## src/rtl/vec_addr_gen.sv

```systemverilog
module vec_addr_gen #(
  parameter int AW    = 32,
  parameter int OW    = 16,
  parameter int MAXVL = 16,
  parameter int LW    = $clog2(MAXVL + 1)
) (
  input  logic                 clk,
  input  logic                 rst_n,
  input  logic                 start,
  input  logic [1:0]           mode,
  input  logic [AW-1:0]        base,
  input  logic [AW-1:0]        stride,
  input  logic [LW-1:0]        vlen,
  input  logic [MAXVL*OW-1:0]  offsets,
  input  logic [MAXVL-1:0]     mask,
  output logic                 req_valid,
  input  logic                 req_ready,
  output logic [AW-1:0]        req_addr,
  output logic [LW-1:0]        req_elem,
  output logic [LW-1:0]        req_pidx,
  output logic                 busy,
  output logic                 done
);

  localparam logic [1:0] M_STRIDE = 2'd0;
  localparam logic [1:0] M_INDEX  = 2'd1;
  localparam logic [1:0] M_COMP   = 2'd2;
  localparam logic [1:0] M_MASK   = 2'd3;

  logic [1:0]          mode_q;
  logic [AW-1:0]       base_q, stride_q;
  logic [LW-1:0]       vl_q, i_q, k_q;
  logic [MAXVL-1:0]    mask_q;
  logic [MAXVL*OW-1:0] off_q;

  logic [LW-1:0] cand;
  logic          found, more;
  logic [OW-1:0] off_e;

  wire           comp  = (mode_q == M_COMP);
  wire [LW-1:0]  vl_in = (vlen > LW'(MAXVL)) ? LW'(MAXVL) : vlen;
  wire [LW:0]    cnt   = (mode_q == M_MASK) ? (({1'b0, vl_q} + (LW+1)'(7)) >> 3) : {1'b0, vl_q};

  always_comb begin
    cand  = i_q;
    found = 1'b0;
    off_e = '0;
    if (comp) begin
      for (int j = 0; j < MAXVL; j++)
        if (!found && LW'(j) >= i_q && LW'(j) < vl_q && mask_q[j]) begin
          cand  = LW'(j);
          found = 1'b1;
        end
    end
    for (int j = 0; j < MAXVL; j++)
      if (cand == LW'(j)) off_e = off_q[j*OW +: OW];
  end

  assign more = comp ? found : ({1'b0, i_q} < cnt);

  wire [LW-1:0] step     = comp ? k_q : cand;
  wire [AW-1:0] addr_str = base_q + ((stride_q * AW'(step)) << 3);
  wire [AW-1:0] addr_idx = base_q + {{(AW-OW){off_e[OW-1]}}, off_e};

  assign req_addr  = (mode_q == M_INDEX) ? addr_idx : addr_str;
  assign req_elem  = cand;
  assign req_pidx  = step;
  assign req_valid = busy && more;
  assign done      = busy && !more;

  always_ff @(posedge clk) begin
    if (!rst_n) begin
      busy     <= 1'b0;
      mode_q   <= M_STRIDE;
      base_q   <= '0;
      stride_q <= '0;
      vl_q     <= '0;
      mask_q   <= '0;
      off_q    <= '0;
      i_q      <= '0;
      k_q      <= '0;
    end else if (!busy) begin
      if (start) begin
        busy     <= 1'b1;
        mode_q   <= mode;
        base_q   <= base;
        stride_q <= stride;
        vl_q     <= vl_in;
        mask_q   <= mask;
        off_q    <= offsets;
        i_q      <= '0;
        k_q      <= '0;
      end
    end else if (!more) begin
      busy <= 1'b0;
    end else if (req_ready) begin
      i_q <= LW'(cand + 1'b1);
      if (comp) k_q <= LW'(k_q + 1'b1);
    end
  end

  assert_start_ignored_R2: assert property (@(posedge clk) disable iff (!rst_n)
    busy && start |=> $stable(base_q) && $stable(mode_q) && $stable(vl_q));

  assert_comp_selected_R5: assert property (@(posedge clk) disable iff (!rst_n)
    req_valid && comp |-> |(mask_q & (MAXVL'(1) << req_elem)));

  assert_comp_packed_R5: assert property (@(posedge clk) disable iff (!rst_n)
    (req_valid && req_ready && comp) ##1 req_valid |-> req_pidx == LW'($past(req_pidx) + 1'b1));

  assert_stall_hold_R8: assert property (@(posedge clk) disable iff (!rst_n)
    req_valid && !req_ready |=> req_valid && $stable(req_addr) && $stable(req_elem) && $stable(req_pidx));

  assert_done_pulse_R9: assert property (@(posedge clk) disable iff (!rst_n)
    done |=> !done && !busy);

  assert_ascending_R10: assert property (@(posedge clk) disable iff (!rst_n)
    req_valid && req_ready |=> !req_valid || (req_elem > $past(req_elem)));

endmodule

```

## config.mk

```make
export PLATFORM = sky130hd
export DESIGN_NAME = vec_addr_gen
export DESIGN_NICKNAME = d
export VERILOG_FILES = /design/src/rtl/vec_addr_gen.sv
export SDC_FILE = /design/constraint.sdc
export NUM_CORES = 1
export LEC_CHECK = 0
export BUFFER_PORTS_ARGS = -buffer_cell sky130_fd_sc_hd__buf_2
export CORE_ASPECT_RATIO = 1.25
export CORE_MARGIN = 2
export CORE_UTILIZATION = 35
export DETAILED_ROUTE_END_ITERATION = 16
export HOLD_SLACK_MARGIN = 0.03
export PLACE_DENSITY_LB_ADDON = 0.3
export SYNTH_ARGS = -nofsm -noshare
export SYNTH_HDL_FRONTEND = slang
export SYNTH_SLANG_ARGS = --single-unit
export TNS_END_PERCENT = 20
```

## constraint.sdc

```tcl
create_clock -name clk -period 7.44 [get_ports clk]
set_input_delay 0.372 -clock clk [delete_from_list [all_inputs] [get_ports clk]]
set_output_delay 0.372 -clock clk [all_outputs]
set_load 0.005 [all_outputs]
```

==> out/results.ini, run 1 <==
[status]
status = finished with violations
violations = negative setup slack

[global_routing]
grt_overflow = 0
grt_max_degree = 231
grt_pass1_wl_um = 130000
grt_pass1_vias = 22981
antenna_found_initial = 6
track_usage = 0.245

[worst_setup_path]
crit_required_ns = 7.07
crit_type = reg -> out
reg2reg_from = vl_q[2]$_SDFFE_PN0P_
critPathMaxStageDelay_ns = 0.44
cp-startpoint = vl_q[3]$_SDFFE_PN0P_
cp_max_fo = 4
start_kind = flip-flop
arrival_ns = 7.48
cp-end-kind = primary output
crit_slowest_cell = or4_4

[power]
ir_drop_v = 0.000169
powerDensity_nw_per_um2 = 168
totalPowerFinal_w = 0.00521
leakagePower_nw = 13.9

[placement]
gp_congestion = 0.944
hpwl_um = 66100
numPortBuffers = 388
place_area_um2 = 27900

[cts]
cts_root_buffer = clkbuf_16
cts.sink_count = 351
cts_max_level = 2
clock_latency_ns = 0.56
cts_tree = built
clk_pin_slew_worst_paths_ns = 0.06
clk_path_buf_depth = 3
cts_made_buffers = 41

[die]
fp.dieH_um = 292
dieArea_um2 = 68500
start_util = 0.354
pin_count = 392
core-area_um2 = 65700
die_w_um = 234
std_cell_rows = 105

[timing]
drv_slew = 0
worst_clock_skew_ns = 0.0104
setup_viol = 12
worst_pin_slew_ns = 1.04
fmax_mhz = 127
timing.final.crit_period_ns = 7.85
hold_violations = 0
finalCritPeriodShare = 1.06
max-slew-margin-rel = 0.308
rsz0062_at_grt = yes
finalHoldWorstSlack_ns = 0.0578
fin_ws_ns = -0.411

[route]
drc = 0
routed_via_density = 5.15
wirelength_um = 86400
drtIter0Drc = 1273
ant_nets = 0
avgRoutedWirePerCell_um = 19.1
vias = 23315
drtPass1Iterations = 7

[synth]
ys_seq_elements = 351
mappedNetlistArea_um2 = 23200
synthArstFlopShare = 0
synth_compound_area_frac = 0.262
syn_avg_cell_area_um2 = 7.62
synthSimpleGateAreaFrac = 0.229
ys_warn_count = 0
netlist_instances = 3051
ys_seq_area_frac = 0.302
synth_mux_area_frac = 0.00178
synthAdderAreaFrac = 0.122
synth.distinct_cells = 90
synth_top_family_by_area = compound AO/OA/AOI/OAI gates
synth_flop_cell = dfxtp_1
synth-xor-area-share = 0.0298
synth_edf_count = 0
syn_nets = 3578

[final_layout]
fin_nets = 4171
nFillCells = 6622
syn_to_final_growth_pct = 33.6
final_common_cell = nand2_1
layout_common_cells = nand2_1 (847), buf_2 (387), a21boi_0 (345)
layout-drive-gt1-share = 0.278
final_area_um2 = 31100

[job]
maxCapViolCount = 0

[worst_hold_path]
hold_class = in -> reg
hp-start = offsets[187]

worst paths after layout:
check                             to  cells past startpoint  slack [ns]
max                     req_addr[24]                     35       -0.41
min          off_q[187]$_SDFFE_PN0P_                      3        0.06
max reg2reg      k_q[4]$_SDFFE_PN0P_                     16        3.37
min reg2reg   off_q[66]$_SDFFE_PN0P_                      2        0.47
kinds of logic (layout without fill, tap and decap cells):
group                    count (synthesis)  in the layout
multiplexers                             4              4
AO/OA/AOI/OAI                          875            875
AND/OR/NAND/NOR                       1243           1243
XOR/XNOR                                79             79
other                                    0              1
adder cells (fa/ha/maj)                182            182
flip-flops                             351            351
buffers and inverters                  317            940
what timing repair did:
action / in CTS / in global routing
setup endpoints to repair: 23 / 22
buffers inserted: 41 / 19
endpoints found under the hold margin: 4 / 0
cloned: 0 / 0
pin swaps: 93 / 72
hold buffers: 4 / 0
resized for setup: 215 / 93
sequential cells by signal, summed over array words and instances (netlist names):
| name | count |
|---|---|
| mask_q | 16 |
| vl_q | 5 |
| k_q | 5 |
| off_q | 256 |
| busy | 1 |
| mode_q | 2 |
| i_q | 5 |
| base_q | 32 |
| stride_q | 29 |
cell type report:
cell class,count,area [um2],share of cell area
Multi-Input combinational cell,2383,16200,0.520
Antenna cell,1,2.50,0.0000806
Clock buffer,59,1200,0.0388
Clock inverter,14,218,0.00701
Inverter,125,474,0.0153
Tap cell,856,1070,0.0345
Sequential cell,351,7050,0.227
Timing Repair Buffer,742,4870,0.157
power by group:
group	switching [W]	internal [W]	total (W)
Clock	0.000856	0.00130	0.00216
Sequential	0.000109	0.00199	0.00210
Combinational	0.000529	0.000425	0.000954
through the flow:
stage,worst slack (ns),std cells,util,setup TNS (ns)
final,-0.411,4531,0.473,-2.71
after detailed placement,-0.597,4398,0.424,-4.53
after CTS,-0.359,4513,0.465,-2.73
after global routing,-0.720,4531,0.473,-7.32
after global placement,-0.467,4398,0.424,-3.66
after floorplan,0.0140,3051,-,0
per-layer routing:
layer  part of all wire  up-vias  track usage  routed length (um)
met1               0.40    10972        0.289               34900
met2               0.50      629        0.437               43200
met4              0.046        8        0.101                4000
li1                   -    11528            -                   -
met5            0.00049        -            0                  42
met3              0.049      178       0.0377                4270
critical path, delay by kind of cell (launching register included):
kind            cells  cell delay [ns]
buf+inv             5             0.63
compound gates     19             3.27
xor+xnor            1             0.15
simple gates        8             2.00
flops               1             0.36
fa+ha+maj           2             0.52
Yosys cell counts (15+ instances only):
master,n,area (um2)
and3_1,21,131
nor2b_1,20,125
nand2b_1,17,106
nor2_1,113,424
nand2_1,857,3220
o21a_1,15,113
xor2_1,29,254
a21oi_1,157,786
a31oi_1,17,106
xnor2_1,50,438
nor3_1,26,130
a21boi_0,347,2610
ha_1,104,1300
a221oi_1,22,193
fa_1,76,1520
dfxtp_1,351,7030
nand3_1,42,210
o22ai_1,17,106
o211ai_1,19,143
and2_1,96,601
o21ai_0,102,510
clkbuf_1,164,616
inv_1,123,462
a21o_1,36,270
(Power assumes the default switching activity.)
==> run 2, diff against run 1 <==
--- a/config.mk
+++ b/config.mk
@@ -5,7 +5,7 @@
 export SDC_FILE = /design/constraint.sdc
 export NUM_CORES = 1
 export LEC_CHECK = 0
-export BUFFER_PORTS_ARGS = -buffer_cell sky130_fd_sc_hd__buf_2
+export BUFFER_PORTS_ARGS = -buffer_cell sky130_fd_sc_hd__clkbuf_2
 export CORE_ASPECT_RATIO = 1.25
 export CORE_MARGIN = 2
 export CORE_UTILIZATION = 35
==> run 2 against run 1 <==
Compared with the run above: die area unchanged; critical path depth rose by 2; total power decreased by 2.0%; critical path type unchanged; the flow still finishes with violations (negative setup slack); flip-flop and latch count unchanged.
==> out/results.ini, run 2 (synthesized netlist as in run 1, its figures left out) <==
[status]
status = finished with violations
violations = negative setup slack

[final_layout]
final_area_um2 = 31500
final_common_cell = nand2_1
nFillCells = 6575
fin_nets = 4220
top_register = off_q
layout-drive-gt1-share = 0.262
layout_top_registers = off_q: 256 flops, base_q: 32 flops, stride_q: 29 flops
final_cells = 4581
layout_common_cells = nand2_1 (846), clkbuf_2 (381), a21boi_0 (345)
syn_to_final_growth_pct = 35.4
antenna_cells = 0
largest_reg_flops = 256

[placement]
place_area_um2 = 27800
numPortBuffers = 388
gp_congestion = 0.950
dp_cells = 4381
hpwl_um = 66300

[timing]
finalCritPeriodShare = 1.06
worst_pin_slew_ns = 0.957
worst_clock_skew_ns = 0.0182
fmax_mhz = 127
fin_ws_ns = -0.465
rsz0062_at_grt = yes
drv_slew = 0
timing.final.crit_period_ns = 7.91
hold_violations = 0
setup_viol = 13
max-slew-margin-rel = 0.362

[global_routing]
grt_max_degree = 210
grt_overflow = 0
grt_pass1_wl_um = 131000
antenna_found_initial = 3
track_usage = 0.246
grt_pass1_vias = 23128

[cts]
cts_root_buffer = clkbuf_16
clock_latency_ns = 0.56
cts_max_level = 2
cts.sink_count = 351
cts_tree = built
cts_made_buffers = 40
clk_pin_slew_worst_paths_ns = 0.06
clk_path_buf_depth = 3

[worst_setup_path]
reg2reg_depth = 14
cp-end-kind = primary output
crit_type = reg -> out
cp_max_fo = 9
crit_slowest_cell = or4_1
crit_required_ns = 7.07
arrival_ns = 7.53
start_kind = flip-flop
critPathMaxStageDelay_ns = 0.53

[route]
drc = 0
drtPass1Iterations = 5
wirelength_um = 86000
vias = 23399
ant_nets = 0
avgRoutedWirePerCell_um = 18.8
drtIter0Drc = 1290
routed_via_density = 5.11

[power]
powerDensity_nw_per_um2 = 162
leakagePower_nw = 14.1
ir_drop_v = 0.000143

[die]
core-area_um2 = 65700
pin_count = 392
start_util = 0.354
die_w_um = 234
dieArea_um2 = 68500
std_cell_rows = 105
fp.dieH_um = 292

[worst_hold_path]
hold_depth = 3
hold_class = in -> reg

[job]
maxCapViolCount = 0

[run 2: cell count changes in the layout (fill, tap and decap cells not counted), moves of 7 or more]
cell / before / now
clkbuf_2: 0 / 381
buf_4: 313 / 277
dlygate4sd3_1: 4 / 93
clkbuf_8: 12 / 5
clkinv_2: 3 / 10
buf_2: 387 / 6
[run 2: metal layers]
layer	global-route usage	vias to the layer above	wire (um)
li1	-	11649	-
met2	0.447	524	44200
met5	0	-	34
met4	0.0838	6	3000
met1	0.297	11094	35400
met3	0.0290	126	3410
[run 2: path summary, 6_finish.rpt]
check | start | endpoint | slack [ns]
setup reg to reg | vl_q[1]$_SDFFE_PN0P_ | k_q[4]$_SDFFE_PN0P_ | 3.65
hold / removal | offsets[219] | off_q[219]$_SDFFE_PN0P_ | 0.05
setup / recovery | i_q[0]$_SDFFE_PN0P_ | req_addr[24] | -0.47
hold reg to reg | off_q[60]$_SDFFE_PN0P_ | off_q[60]$_SDFFE_PN0P_ | 0.46
[run 2: power by group]
| group | internal [W] | switching, W |
|---|---|---|
| Combinational | 0.000431 | 0.000522 |
| Clock | 0.00117 | 0.000882 |
| Sequential | 0.00199 | 0.000108 |
| Total | 0.00360 | 0.00151 |
[run 2: layout make-up]
cell class | count | area [um2] | share of cell area
multi-input cells | 2383 | 16000 | 0.508
flip-flops and latches | 351 | 7060 | 0.224
repair buffers | 792 | 5510 | 0.175
clock buffers | 50 | 1100 | 0.0349
well taps | 856 | 1070 | 0.0340
inverters | 125 | 474 | 0.0151
clock inverters | 24 | 262 | 0.00831
[run 2: critical path: cells and delay by family (launching register included)]
kind            cells  cell delay (ns)
compound gates     23             3.76
xor+xnor            1             0.19
fa+ha+maj           3             0.67
buf+inv             5             0.76
flops               1             0.36
simple gates        5             1.21
[run 2: repair_timing]
item | CTS | global route
gates cloned | 1 | 1
buffers inserted | 17 | 18
hold endpoints to repair | 93 | 0
resized for setup | 153 | 135
hold buffers | 93 | 0
endpoints found under the setup margin | 23 | 22
pin swaps | 62 | 85
[run 2: stage by stage]
| step | util | setup TNS [ns] | hold slack [ns] | worst slack, ns | power, W |
|---|---|---|---|---|---|
| 2_1_floorplan | - | 0 | 0.439 | 0.0140 | 0.00257 |
| 3_3_place_gp | 0.422 | -4.14 | 0.450 | -0.485 | 0.00299 |
| 3_5_place_dp | 0.422 | -5.89 | 0.455 | -0.636 | 0.00300 |
| 4_1_cts | 0.469 | -3.24 | 0.0301 | -0.427 | 0.00512 |
| 5_1_grt | 0.479 | -8.55 | 0.0382 | -0.823 | 0.00534 |
| 6_report | 0.479 | -2.89 | 0.0490 | -0.465 | 0.00511 |
==> run 3, diff against run 2 <==
--- a/config.mk
+++ b/config.mk
@@ -7,8 +7,8 @@
 export LEC_CHECK = 0
 export BUFFER_PORTS_ARGS = -buffer_cell sky130_fd_sc_hd__clkbuf_2
 export CORE_ASPECT_RATIO = 1.25
-export CORE_MARGIN = 2
-export CORE_UTILIZATION = 35
+export CORE_MARGIN = 4
+export CORE_UTILIZATION = 45
 export DETAILED_ROUTE_END_ITERATION = 16
 export HOLD_SLACK_MARGIN = 0.03
 export PLACE_DENSITY_LB_ADDON = 0.3
==> run 3 against run 2 <==
Compared with the run above: the flow still finishes with violations (negative setup slack); combinational power fell by 2%; largest cell class unchanged; non-clock buffer count decreased by 31; final cell count is 5.2% lower; via count increased by 0.91%; sequential share of layout area rose by 0.48 points; clock power is 5% lower; fmax rose by 2.0%; largest power group unchanged.
==> out/results.ini, run 3 (synthesized netlist as in run 1, its figures left out) <==
[cts]
clock_latency_ns = 0.57
cts_root_buffer = clkbuf_16
clk_path_buf_depth = 3
cts_tree = built
cts_made_buffers = 38
cts.sink_count = 351
cts_max_level = 2
clk_pin_slew_worst_paths_ns = 0.06

[final_layout]
syn_to_final_growth_pct = 32.1
regArea_um2 = 7040
nFillCells = 4654
layout_top_registers = off_q: 256 flops, base_q: 32 flops, stride_q: 29 flops
final_area_um2 = 30700
final_cells = 4344
layout-drive-gt1-share = 0.272
utilization = 0.605
largest_reg_flops = 256
final_common_cell = nand2_1
top_register = off_q
layout_common_cells = nand2_1 (846), clkbuf_2 (380), dfxtp_1 (347)
multi_input_area_um2 = 16100
fin_nets = 4187

[timing]
timing.final.crit_period_ns = 7.75
drv_slew = 0
worst_clock_skew_ns = 0.0284
hold_violations = 0
rsz0062_at_grt = yes
fmax_mhz = 129
fin_ws_ns = -0.309
worst_pin_slew_ns = 1.07
max-slew-margin-rel = 0.286
finalHoldWorstSlack_ns = 0.0482
finalCritPeriodShare = 1.04
setup_viol = 12

[worst_setup_path]
crit_slowest_cell = or4_1
path_buf_inv = 7
path_delay_family = compound AO/OA/AOI/OAI gates
start_kind = flip-flop
cp-end-kind = primary output
crit_required_ns = 7.07
path_common_cell = buf_4
critPathMaxStageDelay_ns = 0.55
crit_type = reg -> out
arrival_ns = 7.38
cp_max_fo = 12

[placement]
dp_cells = 4176
place_area_um2 = 27300
numPortBuffers = 388
hpwl_um = 63200
gp_congestion = 0.942

[route]
drtIter0Drc = 1733
vias = 23612
routed_via_density = 5.44
ant_nets = 0
drc = 0
drtPass1Iterations = 6
avgRoutedWirePerCell_um = 19.2
wirelength_um = 83400

[die]
std_cell_rows = 92
die_w_um = 211
dieArea_um2 = 55400
core-area_um2 = 50800
start_util = 0.458
pin_count = 392
fp.dieH_um = 262

[global_routing]
grt_overflow = 0
track_usage = 0.283
grt_max_degree = 205
antenna_found_initial = 2
grt_pass1_wl_um = 124000
grt_pass1_vias = 22902

[worst_hold_path]
hold_class = in -> reg

[status]
violations = negative setup slack
status = finished with violations

[job]
maxCapViolCount = 0

[power]
totalPowerFinal_w = 0.00498
ir_drop_v = 0.000153
leakagePower_nw = 13.8
powerDensity_nw_per_um2 = 162

## run 3: cell types whose count changed in the layout (fill, tap and decap cells not counted), sizes merged
cell / delta
diode: +1
clkinv: -9
inv: +1
bufbuf: -1
clkbuf: +1
dlygate4sd3: -50
buf: +21
clkinvlp: -3
## run 3: repair_timing
item	4_1_cts	5_1_grt
endpoints found under the hold margin	43	0
setup buffers	35	23
gates cloned	0	1
pin swaps	96	89
endpoints found under the setup margin	22	21
resized for setup	203	104
hold buffers	43	0
## run 3: area by class of cell
cell class / instances / share of cell area
Inverter: 125 / 0.0154
Multi-Input combinational cell: 2383 / 0.525
Timing Repair Buffer: 761 / 0.163
Antenna cell: 1 / 0.0000815
Sequential cell: 351 / 0.229
Tap cell: 658 / 0.0268
Clock inverter: 13 / 0.00530
Clock buffer: 52 / 0.0353
## run 3: path summary, 6_finish.rpt
kind | from | to | slack [ns] | cells after the start
max | vl_q[2]$_SDFFE_PN0P_ | req_addr[24] | -0.31 | 34
min | offsets[82] | off_q[82]$_SDFFE_PN0P_ | 0.05 | 3
max reg2reg | mode_q[1]$_SDFFE_PN0P_ | k_q[0]$_SDFFE_PN0P_ | 3.34 | 15
min reg2reg | off_q[242]$_SDFFE_PN0P_ | off_q[242]$_SDFFE_PN0P_ | 0.47 | 2
## run 3: through the flow
step	setup TNS, ns	setup slack [ns]
after floorplan	0	0.0140
after global placement	-2.64	-0.480
after detailed placement	-3.54	-0.598
after CTS	-0.894	-0.240
after global routing	-6.65	-0.620
final	-1.54	-0.309
## run 3: power breakdown
part | switching, W | total [W] | internal, W
Sequential | 0.000105 | 0.00210 | 0.00200
Combinational | 0.000519 | 0.000938 | 0.000419
Clock | 0.000815 | 0.00194 | 0.00113
Total | 0.00144 | 0.00498 | 0.00354
## run 3: layer usage
metal  routed length [um]  vias to the layer above  track usage
met5                   28                        -            0
met4                 4210                        4        0.128
met3                 4080                      213       0.0373
met2                42300                      726        0.509
met1                32800                    11099        0.334
li1                     -                    11570            -
## run 3: worst register-to-register path, stage by stage, from the launching register on
cell	delay [ns]
dfxtp_4	0.37
buf_4	0.11
buf_4	0.10
nand2_1	0.21
or4_1	0.47
nand3_1	0.09
o21ai_0	0.16
ha_1	0.33
a21o_1	0.16
a21o_1	0.17
a21o_1	0.16
a211o_1	0.34
a21oi_1	0.48
nand2_1	0.35
or3_1	0.38
a21boi_0	0.15
